<file path="config.mk">
export PLATFORM = sky130hd
export DESIGN_NAME = ocmp_channel
export DESIGN_NICKNAME = d
export VERILOG_FILES = /design/src/rtl/ocmp_pkg.sv /design/src/rtl/ocmp_match.sv /design/src/rtl/ocmp_duty_buf.sv /design/src/rtl/ocmp_fsm.sv /design/src/rtl/ocmp_channel.sv
export SDC_FILE = /design/constraint.sdc
export NUM_CORES = 1
export LEC_CHECK = 0
export BUFFER_PORTS_ARGS = -buffer_cell sky130_fd_sc_hd__buf_2
export CAP_MARGIN = 40
export CORE_UTILIZATION = 51
export CTS_CLUSTER_SIZE = 12
export DETAILED_ROUTE_END_ITERATION = 10
export PLACE_DENSITY = 0.82
export SLEW_MARGIN = 20
export SYNTH_ARGS = -nofsm -noshare
export SYNTH_HDL_FRONTEND = slang
export SYNTH_SLANG_ARGS = --single-unit
</file>
<file path="constraint.sdc">
create_clock -name clk -period 2.6 [get_ports clk]
set_input_delay 0.13 -clock clk [delete_from_list [all_inputs] [get_ports clk]]
set_output_delay 0.13 -clock clk [all_outputs]
set_load 0.005 [all_outputs]
</file>
<file path="src/rtl/ocmp_pkg.sv">
package ocmp_pkg;

    localparam int unsigned MODE_W = 3;

    localparam logic [MODE_W-1:0] ENC_HIGH   = 3'd1;
    localparam logic [MODE_W-1:0] ENC_LOW    = 3'd2;
    localparam logic [MODE_W-1:0] ENC_TOGGLE = 3'd3;
    localparam logic [MODE_W-1:0] ENC_PWM    = 3'd6;

    typedef enum logic [2:0] {
        OM_OFF,
        OM_HIGH,
        OM_LOW,
        OM_TOGGLE,
        OM_PWM
    } oc_mode_e;

    typedef enum logic [1:0] {
        ST_IDLE,
        ST_ARMED,
        ST_HELD,
        ST_PWM
    } oc_state_e;

    function automatic oc_mode_e decode_mode(input logic [MODE_W-1:0] enc);
        oc_mode_e m;
        case (enc)
            ENC_HIGH:   m = OM_HIGH;
            ENC_LOW:    m = OM_LOW;
            ENC_TOGGLE: m = OM_TOGGLE;
            ENC_PWM:    m = OM_PWM;
            default:    m = OM_OFF;
        endcase
        return m;
    endfunction

endpackage

</file>
<file path="src/rtl/ocmp_match.sv">
module ocmp_match #(
    parameter int unsigned W         = 16,
    parameter bit          LOOKAHEAD = 1'b0
) (
    input  logic [W-1:0] count,
    input  logic [W-1:0] ref_val,
    output logic         hit
);
    localparam int unsigned XW = W + 1;

    generate
        if (LOOKAHEAD) begin : g_ahead
            // Fires one cycle before the count reaches ref_val; never for ref_val 0.
            logic [XW-1:0] next_cnt;
            assign next_cnt = {1'b0, count} + XW'(1);
            assign hit      = (next_cnt == {1'b0, ref_val});
        end else begin : g_exact
            assign hit = (count == ref_val);
        end
    endgenerate

endmodule

</file>
<file path="src/rtl/ocmp_duty_buf.sv">
module ocmp_duty_buf #(
    parameter int unsigned W = 16
) (
    input  logic         clk,
    input  logic         rst_n,
    input  logic         load,
    input  logic [W-1:0] din,
    output logic [W-1:0] dout
);

    always_ff @(posedge clk or negedge rst_n) begin
        if (!rst_n) begin
            dout <= '0;
        end else if (load) begin
            dout <= din;
        end
    end

endmodule

</file>
<file path="src/rtl/ocmp_fsm.sv">
module ocmp_fsm
    import ocmp_pkg::*;
(
    input  logic      clk,
    input  logic      rst_n,
    input  oc_mode_e  mode_dec,
    input  logic      pin_init,
    input  logic      period_match,
    input  logic      cmp_hit,
    input  logic      duty_hit,
    input  logic      next_duty_nz,
    output oc_state_e state,
    output logic      reconf,
    output logic      duty_load,
    output logic      pin,
    output logic      irq
);

    oc_state_e state_q;
    oc_state_e state_d;
    oc_mode_e  mode_q;
    logic      pin_q;
    logic      irq_q;

    assign reconf    = (mode_dec != mode_q);
    assign duty_load = reconf ? (mode_dec == OM_PWM)
                              : ((state_q == ST_PWM) && period_match);

    // Next state
    always_comb begin
        state_d = state_q;
        if (reconf) begin
            unique case (mode_dec)
                OM_OFF:                      state_d = ST_IDLE;
                OM_HIGH, OM_LOW, OM_TOGGLE:  state_d = ST_ARMED;
                OM_PWM:                      state_d = ST_PWM;
                default:                     state_d = ST_IDLE;
            endcase
        end else begin
            unique case (state_q)
                ST_ARMED: begin
                    if (cmp_hit && (mode_q != OM_TOGGLE)) begin
                        state_d = ST_HELD;
                    end
                end
                default: state_d = state_q;
            endcase
        end
    end

    // State register
    always_ff @(posedge clk or negedge rst_n) begin
        if (!rst_n) begin
            state_q <= ST_IDLE;
            mode_q  <= OM_OFF;
        end else begin
            state_q <= state_d;
            mode_q  <= mode_dec;
        end
    end

    // Outputs
    always_ff @(posedge clk or negedge rst_n) begin
        if (!rst_n) begin
            pin_q <= 1'b0;
            irq_q <= 1'b0;
        end else begin
            irq_q <= 1'b0;
            if (reconf) begin
                // Entering a compare or PWM mode keeps the present level.
                if (mode_dec == OM_OFF) begin
                    pin_q <= pin_init;
                end
            end else begin
                unique case (state_q)
                    ST_IDLE: pin_q <= pin_init;
                    ST_ARMED: begin
                        if (cmp_hit) begin
                            irq_q <= 1'b1;
                            case (mode_q)
                                OM_HIGH: pin_q <= 1'b1;
                                OM_LOW:  pin_q <= 1'b0;
                                default: pin_q <= ~pin_q;
                            endcase
                        end
                    end
                    ST_HELD: pin_q <= pin_q;
                    ST_PWM: begin
                        if (period_match) begin
                            irq_q <= 1'b1;
                            pin_q <= next_duty_nz;
                        end else if (duty_hit) begin
                            pin_q <= 1'b0;
                        end
                    end
                    default: pin_q <= pin_q;
                endcase
            end
        end
    end

    assign state = state_q;
    assign pin   = pin_q;
    assign irq   = irq_q;

endmodule

</file>
<file path="src/rtl/ocmp_channel.sv">
module ocmp_channel
    import ocmp_pkg::*;
#(
    parameter int unsigned W = 16
) (
    input  logic              clk,
    input  logic              rst_n,
    input  logic [W-1:0]      tmr_count,
    input  logic              period_match,
    input  logic [MODE_W-1:0] mode,
    input  logic [W-1:0]      cmp_pri,
    input  logic [W-1:0]      cmp_sec,
    input  logic              pin_init,
    output logic              oc_pin,
    output logic              oc_irq
);

    oc_mode_e  mode_dec;
    oc_state_e fsm_state;
    logic      fsm_reconf;
    logic      duty_load;
    logic      cmp_hit;
    logic      duty_hit;
    logic      next_duty_nz;
    logic [W-1:0] duty_act;

    assign mode_dec     = decode_mode(mode);
    assign next_duty_nz = (cmp_sec != '0);

    ocmp_duty_buf #(.W(W)) u_duty (
        .clk   (clk),
        .rst_n (rst_n),
        .load  (duty_load),
        .din   (cmp_sec),
        .dout  (duty_act)
    );

    ocmp_match #(.W(W), .LOOKAHEAD(1'b0)) u_cmp_match (
        .count   (tmr_count),
        .ref_val (cmp_pri),
        .hit     (cmp_hit)
    );

    ocmp_match #(.W(W), .LOOKAHEAD(1'b1)) u_duty_match (
        .count   (tmr_count),
        .ref_val (duty_act),
        .hit     (duty_hit)
    );

    ocmp_fsm u_fsm (
        .clk          (clk),
        .rst_n        (rst_n),
        .mode_dec     (mode_dec),
        .pin_init     (pin_init),
        .period_match (period_match),
        .cmp_hit      (cmp_hit),
        .duty_hit     (duty_hit),
        .next_duty_nz (next_duty_nz),
        .state        (fsm_state),
        .reconf       (fsm_reconf),
        .duty_load    (duty_load),
        .pin          (oc_pin),
        .irq          (oc_irq)
    );

endmodule

</file>
==> results of run 1 <==
worst paths after layout:
path,slack [ns],start,endpoint,cells after the start
max,0.48,u_fsm.mode_q[1]$_DFF_PN0_,u_duty.dout[8]$_DFFE_PN0P_,7
min,0.04,cmp_sec[4],u_duty.dout[4]$_DFFE_PN0P_,2
max reg2reg,0.48,u_fsm.mode_q[1]$_DFF_PN0_,u_duty.dout[8]$_DFFE_PN0P_,7
min reg2reg,0.52,u_duty.dout[11]$_DFFE_PN0P_,u_duty.dout[11]$_DFFE_PN0P_,1
max in group asynchronous,1.96,rst_n,u_duty.dout[1]$_DFFE_PN0P_,2
min in group asynchronous,0.31,rst_n,u_fsm.mode_q[1]$_DFF_PN0_,2
cells in the final DEF, fill, tap and decap left out, types with 2 or more instances in the layout:
cell / n
a211o_1: 2
a21oi_1: 4
a31oi_1: 2
a41oi_1: 3
and4_1: 3
and4_4: 2
buf_2: 56
clkbuf_4: 3
dfrtp_1: 23
inv_1: 6
mux2_1: 17
nand2_1: 6
nand3_1: 11
nand3b_1: 3
nand4_1: 4
nor2_1: 4
nor2b_1: 4
nor3_1: 3
nor4_1: 6
o21ai_0: 4
o22ai_1: 3
xnor2_1: 13
xor2_1: 23
layout make-up:
class | instances | area share [%]
clock buffers | 3 | 1.032
clock inverters | 1 | 0.2294
inverters | 6 | 1.032
multi-input cells | 149 | 55.05
flip-flops and latches | 23 | 26.38
well taps | 46 | 2.638
repair buffers | 58 | 13.65
cell usage after synthesis, drive strengths merged (2+ instances only):
master	number
nand3b	3
and3	2
xor2	23
nor3	3
xnor2	14
a41oi	3
o21ai	6
or3	3
o22ai	3
nand2	6
nor2b	4
mux2	18
inv	6
a21oi	5
nor4	6
nor2	5
buf	5
a31oi	3
dfrtp	23
a211o	2
and4	5
nand3	11
nand4	4
registers in the layout (all words and copies together) (netlist names):
name,count
u_fsm.pin,1
u_fsm.irq,1
u_duty.dout,16
u_fsm.state,2
u_fsm.mode_q,3
layer usage:
layer,share of wire (%),vias up
met5,0,-
met3,5.1,6
met2,49,55
met1,45,767
li1,-,806
met4,1.7,0
worst max-delay path, stage by stage (launching register included):
cell and delay (ns):
dfrtp_1 0.49, nor2_1 0.12, a211o_1 0.11, nand2_1 0.08, o31ai_4 0.33, mux2i_2 0.25, buf_4 0.27, mux2_1 0.35
where the power goes:
part	switching, mW	internal [mW]
Combinational	0.221	0.237
Clock	0.103	0.0575
Sequential	0.0927	0.453
what timing repair did:
action	4_1_cts	5_1_grt
endpoints found under the hold margin	23	0
hold buffers	1	0
resized for setup	0	0
setup endpoints to repair	0	0
logic make-up (layout without fill, tap and decap cells):
group,Yosys count,after routing
simple gates,58,58
xor+xnor,37,37
compound gates,34,34
flops,23,23
mux,19,19
buf+inv,11,68
fa+ha+maj,1,1
==> impl_metrics.yaml, run 1 <==
layout:
  nNetsFinal: 297
  drive_above_1_share_pct: 31.67
  syn2layout_area_growth_pct: 18.88
  multi_input_area_um2: 1201
  fin_cells: 286
  post-route-util_pct: 64.38
  fill_cells: 299
  final_area_um2: 2182
  register_area_um2: 575.6
  diodes: 0
placement:
  placed_cells: 281
  placed_area_um2: 2145
  dpl.hpwl_um: 3502
  io_buffers: 56
  place_ws_ns: 0.3138
  gp_congestion: 0.8713
worst_hold_path:
  hold_class: "primary input to register"
critical_path:
  criticalPathCategory: "register to register"
  path_max_fanout: 16
  end_kind: "register"
  cp.required_ns: 2.80
  start_kind: "register"
  cp.arrival_ns: 2.32
sta:
  hold_viol: 0
  period_share_pct: 81.56
  maxSlewViolCount: 0
  hold-worst-slack_ns: 0.04235
  layout_min_cycle_time_ns: 2.120
  skew_ns: 0.008559
  layout_setup_ws_ns: 0.4796
  setup_tns_ns: 0
  fmax_mhz: 471.6
  slew_headroom_pct: 64.91
  worst_pin_slew_ns: 0.5223
  rsz0062_at_grt: "no"
  setup_viol: 0
pwr:
  ir_worst_vdd_mv: 0.3626
  power.density_nw_per_um2: 533.3
  p_leak_nw: 0.9431
  finalPower_mw: 1.164
floorplan:
  coreArea_um2: 3390
  initial_utilization_pct: 54.15
  io-pin-count: 57
  die_h_um: 61.99
  row_count: 21
  die_x_um: 61.99
  fp.dieArea_um2: 3843
flow_run:
  drv_cap: 0
global_route:
  grt_max_degree: 24
  grt-ovfl-total: 0
  top_usage_layer: "met2"
  use_met3_pct: 2.484
  grt_first_pass_wirelength_um: 6403
  grt_util_all_layers_pct: 22.95
  grt_use_met1_pct: 32.25
  antenna_found_initial: 0
  met2_usage_pct: 37.23
  first_global_vias: 1427
yosys:
  synth_area_um2: 1836
  yosys-top-cells-area: "dfrtp_1 (31%), xor2_1 (11%), mux2_1 (10%)"
  synth_seq_area_share_pct: 31.36
  synth-simple-area-share_pct: 19.63
  synth_top_family_by_area: "simple AND/OR/NAND/NOR gates"
  synthFlopType: "dfrtp_1"
  yosys.area_share.adder_pct: 0.6817
  synth_nets: 239
  synthMuxAreaShare_pct: 12.00
  yosys_warnings: 0
  synth_enable_flop_cells: 0
  yosysUniqueCellTypes: 56
  syn_area_per_cell_um2: 10.03
  synth-seq-cells: 23
  synth-xor-area-share_pct: 18.06
  synth_top_area_share_pct: 31.36
  synthArstFlopShare_pct: 100.0
  syn_inst: 183
  synth_top_area_cell: "dfrtp_1"
  synth-compound-area-share_pct: 15.06
routing:
  vias: 1634
  initialDrtViolationCount: 84
  wl_um: 4163
  firstDrtPassIters: 4
  final_antenna_net_count: 0
  via_per_inst: 5.713
  routedWlPerCell_um: 14.56
  drc: 0
cts:
  cts_sinks: 23
  tritoncts: "done"
  cts_setup_buffers: 0
  clk_pin_slew_ns: 0.12
  clk_latency_ns: 0.31
  cts_made_buffers: 3
  root_buffer: "clkbuf_4"
  ctsHtreeMaxLevel: 1
  cts.path.max_buffers: 2
status:
  status: "finished, final reports clean"
No activity file was read; power rests on OpenSTA's default activity.
==> run 2: changes to the inputs <==
--- a/config.mk
+++ b/config.mk
@@ -7,10 +7,10 @@
 export LEC_CHECK = 0
 export BUFFER_PORTS_ARGS = -buffer_cell sky130_fd_sc_hd__buf_2
 export CAP_MARGIN = 40
-export CORE_UTILIZATION = 51
+export CORE_UTILIZATION = 46
 export CTS_CLUSTER_SIZE = 12
 export DETAILED_ROUTE_END_ITERATION = 10
-export PLACE_DENSITY = 0.82
+export PLACE_DENSITY = 0.78
 export SLEW_MARGIN = 20
 export SYNTH_ARGS = -nofsm -noshare
 export SYNTH_HDL_FRONTEND = slang
==> constraint.sdc (replaced) <==
create_clock -name clk -period 1.85 [get_ports clk]
set_input_delay 0.0925 -clock clk [delete_from_list [all_inputs] [get_ports clk]]
set_output_delay 0.0925 -clock clk [all_outputs]
set_load 0.005 [all_outputs]
==> run 2 against run 1 <==
Compared with the run above: the flow now finishes with violations (negative setup slack); sequential power grew 43%; wire length increased by 18%; utilization grew 4.5 points; clock power is 86% higher; die area up 11%; via count rose by 9.6%; maximum frequency rose by 9.0%; final cell count is 12% higher; clock skew rose by 0.0013 ns; worst setup slack got worse by 0.57 ns; final area rose by 18%; non-clock buffer count rose by 31.
==> impl_metrics.yaml, run 2 (same netlist as run 1, synthesis figures left out) <==
cts:
  root_buffer: "clkbuf_8"
  cts_sinks: 23
  clk_pin_slew_ns: 0.08
  cts.path.max_buffers: 2
  tritoncts: "done"
  ctsHtreeMaxLevel: 1
  clk_latency_ns: 0.26
  cts_made_buffers: 3
  cts_setup_buffers: 0
layout:
  final_common_cell: "buf_2"
  fin_cells: 319
  most-common-layout-cells: "buf_2 (56), buf_4 (29), xor2_1 (23)"
  largest_reg_flops: 16
  largest_register: "u_duty.dout"
  diodes: 0
  syn2layout_area_growth_pct: 40.42
  fill_cells: 300
  final_area_um2: 2577
  drive_above_1_share_pct: 49.08
  nNetsFinal: 328
critical_path:
  cp.required_ns: 2.00
  reg2reg_depth: 8
  path_max_fanout: 5
  start_kind: "register"
  criticalPathCategory: "register to register"
  cp.arrival_ns: 2.10
  end_kind: "register"
placement:
  dpl.hpwl_um: 3966
  placed_area_um2: 2426
  placed_cells: 314
  place_ws_ns: -0.1896
  gp_congestion: 0.8210
  io_buffers: 56
pwr:
  finalPower_mw: 1.939
  p_leak_nw: 1.164
  swShare_pct: 33.52
  ir_worst_vdd_mv: 0.7115
  p_comb_share_pct: 44.3
  power.density_nw_per_um2: 752.2
  power_frac_seq_pct: 40.4
  switching_power_mw: 0.6498
  p_int_mw: 1.289
  pwr-share-clk_pct: 15.3
floorplan:
  row_count: 22
  initial_utilization_pct: 49.03
  io-pin-count: 57
  die_x_um: 65.17
  coreArea_um2: 3744
  fp.dieArea_um2: 4247
  die_h_um: 65.17
routing:
  wl_um: 4933
  initialDrtViolationCount: 79
  firstDrtPassIters: 4
  final_antenna_net_count: 0
  routedWlPerCell_um: 15.46
  vias: 1791
  via_per_inst: 5.614
  drc: 0
global_route:
  grt-ovfl-total: 0
  first_global_vias: 1734
  antenna_found_initial: 0
  grt_first_pass_wirelength_um: 7852
  grt_max_degree: 24
  grt_util_all_layers_pct: 24.02
sta:
  setup_tns_ns: -1.186
  maxSlewViolCount: 0
  fmax_mhz: 514.2
  hold_viol: 0
  rsz0062_at_grt: "yes"
  skew_ns: 0.009891
  worst_pin_slew_ns: 0.5199
  layout_setup_ws_ns: -0.09494
  slew_headroom_pct: 65.34
  period_share_pct: 105.1
  setup_viol: 17
  layout_min_cycle_time_ns: 1.945
worst_hold_path:
  hold_path_depth: 2
  hold_class: "primary input to register"
status:
  status: "complete, but fails checks"
  violations: "negative setup slack"
flow_run:
  drv_cap: 0
## run 2: cell types whose count changed in the layout (fill, tap and decap cells not counted), sizes merged
| cell | delta |
|---|---|
| clkbuf | +1 |
| buf | +31 |
| clkinv | -1 |
## run 2: repair_timing
item                       4_1_cts  5_1_grt
pin swaps                        1        0
hold endpoints to repair        23        0
resized for setup               17        7
setup endpoints to repair       17       18
hold buffers                     1        0
gates cloned                     0        0
## run 2: worst paths after layout
kind	startpoint	end	slack (ns)
max reg2reg	u_fsm.mode_q[0]$_DFF_PN0_	u_fsm.pin$_DFFE_PN0P_	-0.09
min	mode[2]	u_fsm.mode_q[1]$_DFF_PN0_	0.04
max in group asynchronous	rst_n	u_fsm.mode_q[1]$_DFF_PN0_	1.12
min reg2reg	u_duty.dout[15]$_DFFE_PN0P_	u_duty.dout[15]$_DFFE_PN0P_	0.54
max	u_fsm.mode_q[0]$_DFF_PN0_	u_fsm.pin$_DFFE_PN0P_	-0.09
min in group asynchronous	rst_n	u_fsm.pin$_DFFE_PN0P_	0.35
## run 2: critical path, stage by stage, from the launching register on
cell and delay [ns]:
dfrtp_1 0.44, nor2b_2 0.20, a21oi_1 0.19, o22ai_1 0.10
a21oi_1 0.22, buf_4 0.16, a31oi_1 0.04, a41oi_2 0.18
mux2_4 0.31
## run 2: metrics by stage
stage	hold slack, ns	util, %
after floorplan	-0.2031	-
after global routing	0.04263	68.85
after CTS	0.03538	68.01
after global placement	0.09750	64.81
after detailed placement	0.09804	64.81
final	0.03560	68.85
## run 2: power groups by stage
stage	clock network [mW]	logic (mW)	registers, mW
2_1_floorplan	0	0.502	0.736
4_1_cts	0.302	0.831	0.778
3_3_place_gp	0	0.714	0.770
6_report	0.297	0.859	0.783
5_1_grt	0.327	0.931	0.800
3_5_place_dp	0	0.738	0.779
## run 2: area by class of cell
| type | instances | area, µm² | area share [%] |
|---|---|---|---|
| tap | 48 | 60.06 | 2.330 |
| timing repair buffer | 89 | 541.8 | 21.02 |
| sequential | 23 | 576.8 | 22.38 |
| inverter | 6 | 22.52 | 0.8738 |
| multi-input combinational | 149 | 1331 | 51.65 |
| clock buffer | 4 | 45.04 | 1.748 |
## run 2: layer usage
| layer | global-route usage (%) | vias up | part of all wire [%] |
|---|---|---|---|
| met5 | 0 | - | 0 |
| met4 | 5.163 | 0 | 0.59 |
| met3 | 2.257 | 2 | 4.9 |
| met2 | 44.07 | 53 | 52 |
| met1 | 30.24 | 873 | 43 |
| li1 | - | 863 | - |
==> run 3: changes to the inputs <==
--- a/config.mk
+++ b/config.mk
@@ -11,6 +11,7 @@
 export CTS_CLUSTER_SIZE = 12
 export DETAILED_ROUTE_END_ITERATION = 10
 export PLACE_DENSITY = 0.78
+export SKIP_LAST_GASP = 1
 export SLEW_MARGIN = 20
 export SYNTH_ARGS = -nofsm -noshare
 export SYNTH_HDL_FRONTEND = slang
==> run 3 against run 2 <==
Compared with the run above: the flow still finishes with violations (negative setup slack); maximum frequency decreased by 0.23%; sequential share of layout area increased by 0.26 points; first-iteration DRC count decreased by 8.9%; die area unchanged; utilization decreased by 0.80 points; critical path type unchanged.
==> impl_metrics.yaml, run 3 (same netlist as run 1, synthesis figures left out) <==
status:
  status: "complete, but fails checks"
  violations: "negative setup slack"
placement:
  place_ws_ns: -0.1896
  gp_congestion: 0.8210
  dpl.hpwl_um: 3966
  placed_area_um2: 2426
  io_buffers: 56
cts:
  ctsHtreeMaxLevel: 1
  clk_latency_ns: 0.26
  cts_made_buffers: 3
  cts.path.max_buffers: 2
  cts_setup_buffers: 0
  clk_pin_slew_ns: 0.08
  root_buffer: "clkbuf_8"
  cts_sinks: 23
  tritoncts: "done"
sta:
  maxSlewViolCount: 0
  rsz0062_at_grt: "yes"
  skew_ns: 0.006450
  hold_viol: 0
  fmax_mhz: 513.0
  layout_min_cycle_time_ns: 1.949
  setup_viol: 17
  period_share_pct: 105.4
  slew_headroom_pct: 66.70
  layout_setup_ws_ns: -0.09947
  worst_pin_slew_ns: 0.4996
routing:
  via_per_inst: 5.545
  routedWlPerCell_um: 15.03
  wl_um: 4795
  vias: 1769
  firstDrtPassIters: 4
  drc: 0
  final_antenna_net_count: 0
  initialDrtViolationCount: 72
layout:
  most-common-layout-cells: "buf_2 (56), buf_4 (29), xor2_1 (23)"
  syn2layout_area_growth_pct: 38.79
  diodes: 0
  nNetsFinal: 328
  final_area_um2: 2547
  largest_register: "u_duty.dout"
  largest_reg_flops: 16
  final_common_cell: "buf_2"
  drive_above_1_share_pct: 46.13
floorplan:
  die_h_um: 65.17
  row_count: 22
  io-pin-count: 57
  fp.dieArea_um2: 4247
  coreArea_um2: 3744
  die_x_um: 65.17
  initial_utilization_pct: 49.03
critical_path:
  start_kind: "register"
  cp.required_ns: 2.00
  path_cells: "nor2b_2, a21oi_1, o22ai_1, a21oi_1, buf_4, a31oi_1, a41oi_2, mux2_4"
  path_max_fanout: 5
  criticalPathCategory: "register to register"
  end_kind: "register"
  crit_top_cell: "a21oi_1"
  cp.arrival_ns: 2.10
  crit_path_max_incr_delay_ns: 0.44
  cp_slowest_cell: "dfrtp_1"
global_route:
  grt_max_degree: 24
  antenna_found_initial: 0
  grt_first_pass_wirelength_um: 7707
  first_global_vias: 1710
  grt-ovfl-total: 0
  grt_util_all_layers_pct: 23.65
pwr:
  power.density_nw_per_um2: 738.6
  p_comb_share_pct: 42.9
  p_int_mw: 1.243
  switching_power_mw: 0.6391
  pwr-share-clk_pct: 15.8
  ir_worst_vdd_mv: 0.7169
  p_leak_nw: 1.140
  swShare_pct: 33.97
  power_frac_seq_pct: 41.3
worst_hold_path:
  hold_class: "primary input to register"
flow_run:
  drv_cap: 0
## run 3: cell counts in the layout (fill, tap and decap cells not counted)
No cell type changed its count.
## run 3: power groups by stage
stage                     logic, mW  clock network [mW]  registers, mW
final                         0.807               0.297          0.778
after global routing          0.878               0.327          0.797
after CTS                     0.794               0.302          0.775
after detailed placement      0.738                   0          0.779
after global placement        0.714                   0          0.770
after floorplan               0.502                   0          0.736
## run 3: per-layer routing
metal / global-route usage [%] / vias up / wire length, µm
li1: - / 860 / -
met1: 29.47 / 862 / 2051
met4: 4.891 / 0 / 29
met3: 2.083 / 2 / 161
met5: 0 / - / 0
met2: 43.94 / 45 / 2552
## run 3: worst paths after layout
check	cells past startpoint	slack [ns]	startpoint	end
worst max-delay path	8	-0.1	u_fsm.mode_q[0]$_DFF_PN0_	u_fsm.pin$_DFFE_PN0P_
worst min-delay path	2	0.04	mode[2]	u_fsm.mode_q[1]$_DFF_PN0_
worst max register to register	8	-0.1	u_fsm.mode_q[0]$_DFF_PN0_	u_fsm.pin$_DFFE_PN0P_
worst min register to register	1	0.52	u_duty.dout[15]$_DFFE_PN0P_	u_duty.dout[15]$_DFFE_PN0P_
max in group asynchronous	2	1.14	rst_n	u_fsm.mode_q[1]$_DFF_PN0_
min in group asynchronous	2	0.34	rst_n	u_fsm.pin$_DFFE_PN0P_
## run 3: per-stage QoR
stage               std cells  util, %  power (mW)  hold WS [ns]  setup TNS [ns]
global placement          314    64.81       1.484       0.09750          -1.276
global route              319    68.05       2.002       0.04251          -2.369
CTS                       319    67.41       1.870       0.03538          -1.226
detailed placement        314    64.81       1.517       0.09804          -1.965
finish                    319    68.05       1.882       0.03794          -1.194
floorplan                 183        -       1.238       -0.2031          -2.481
## run 3: area by class of cell
| class | instances | area (µm²) |
|---|---|---|
| multi-input cells | 149 | 1301 |
| fillers | 307 | 1196 |
| flip-flops and latches | 23 | 576.8 |
| repair buffers | 89 | 541.8 |
| well taps | 48 | 60.06 |
| clock buffers | 4 | 45.04 |
| inverters | 6 | 22.52 |
## run 3: critical path: cells and delay by family (launching register included)
family                 cells  cell delay [ns]
AO/OA/AOI/OAI              5             0.73
buffers and inverters      1             0.16
AND/OR/NAND/NOR            1             0.20
multiplexers               1             0.31
flip-flops                 1             0.44
## run 3: repair_timing
action / in CTS / in global routing
cloned: 0 / 0
pin swaps: 1 / 0
hold buffers: 1 / 0
hold endpoints to repair: 23 / 0
endpoints found under the setup margin: 17 / 18
gates resized for setup: 11 / 5
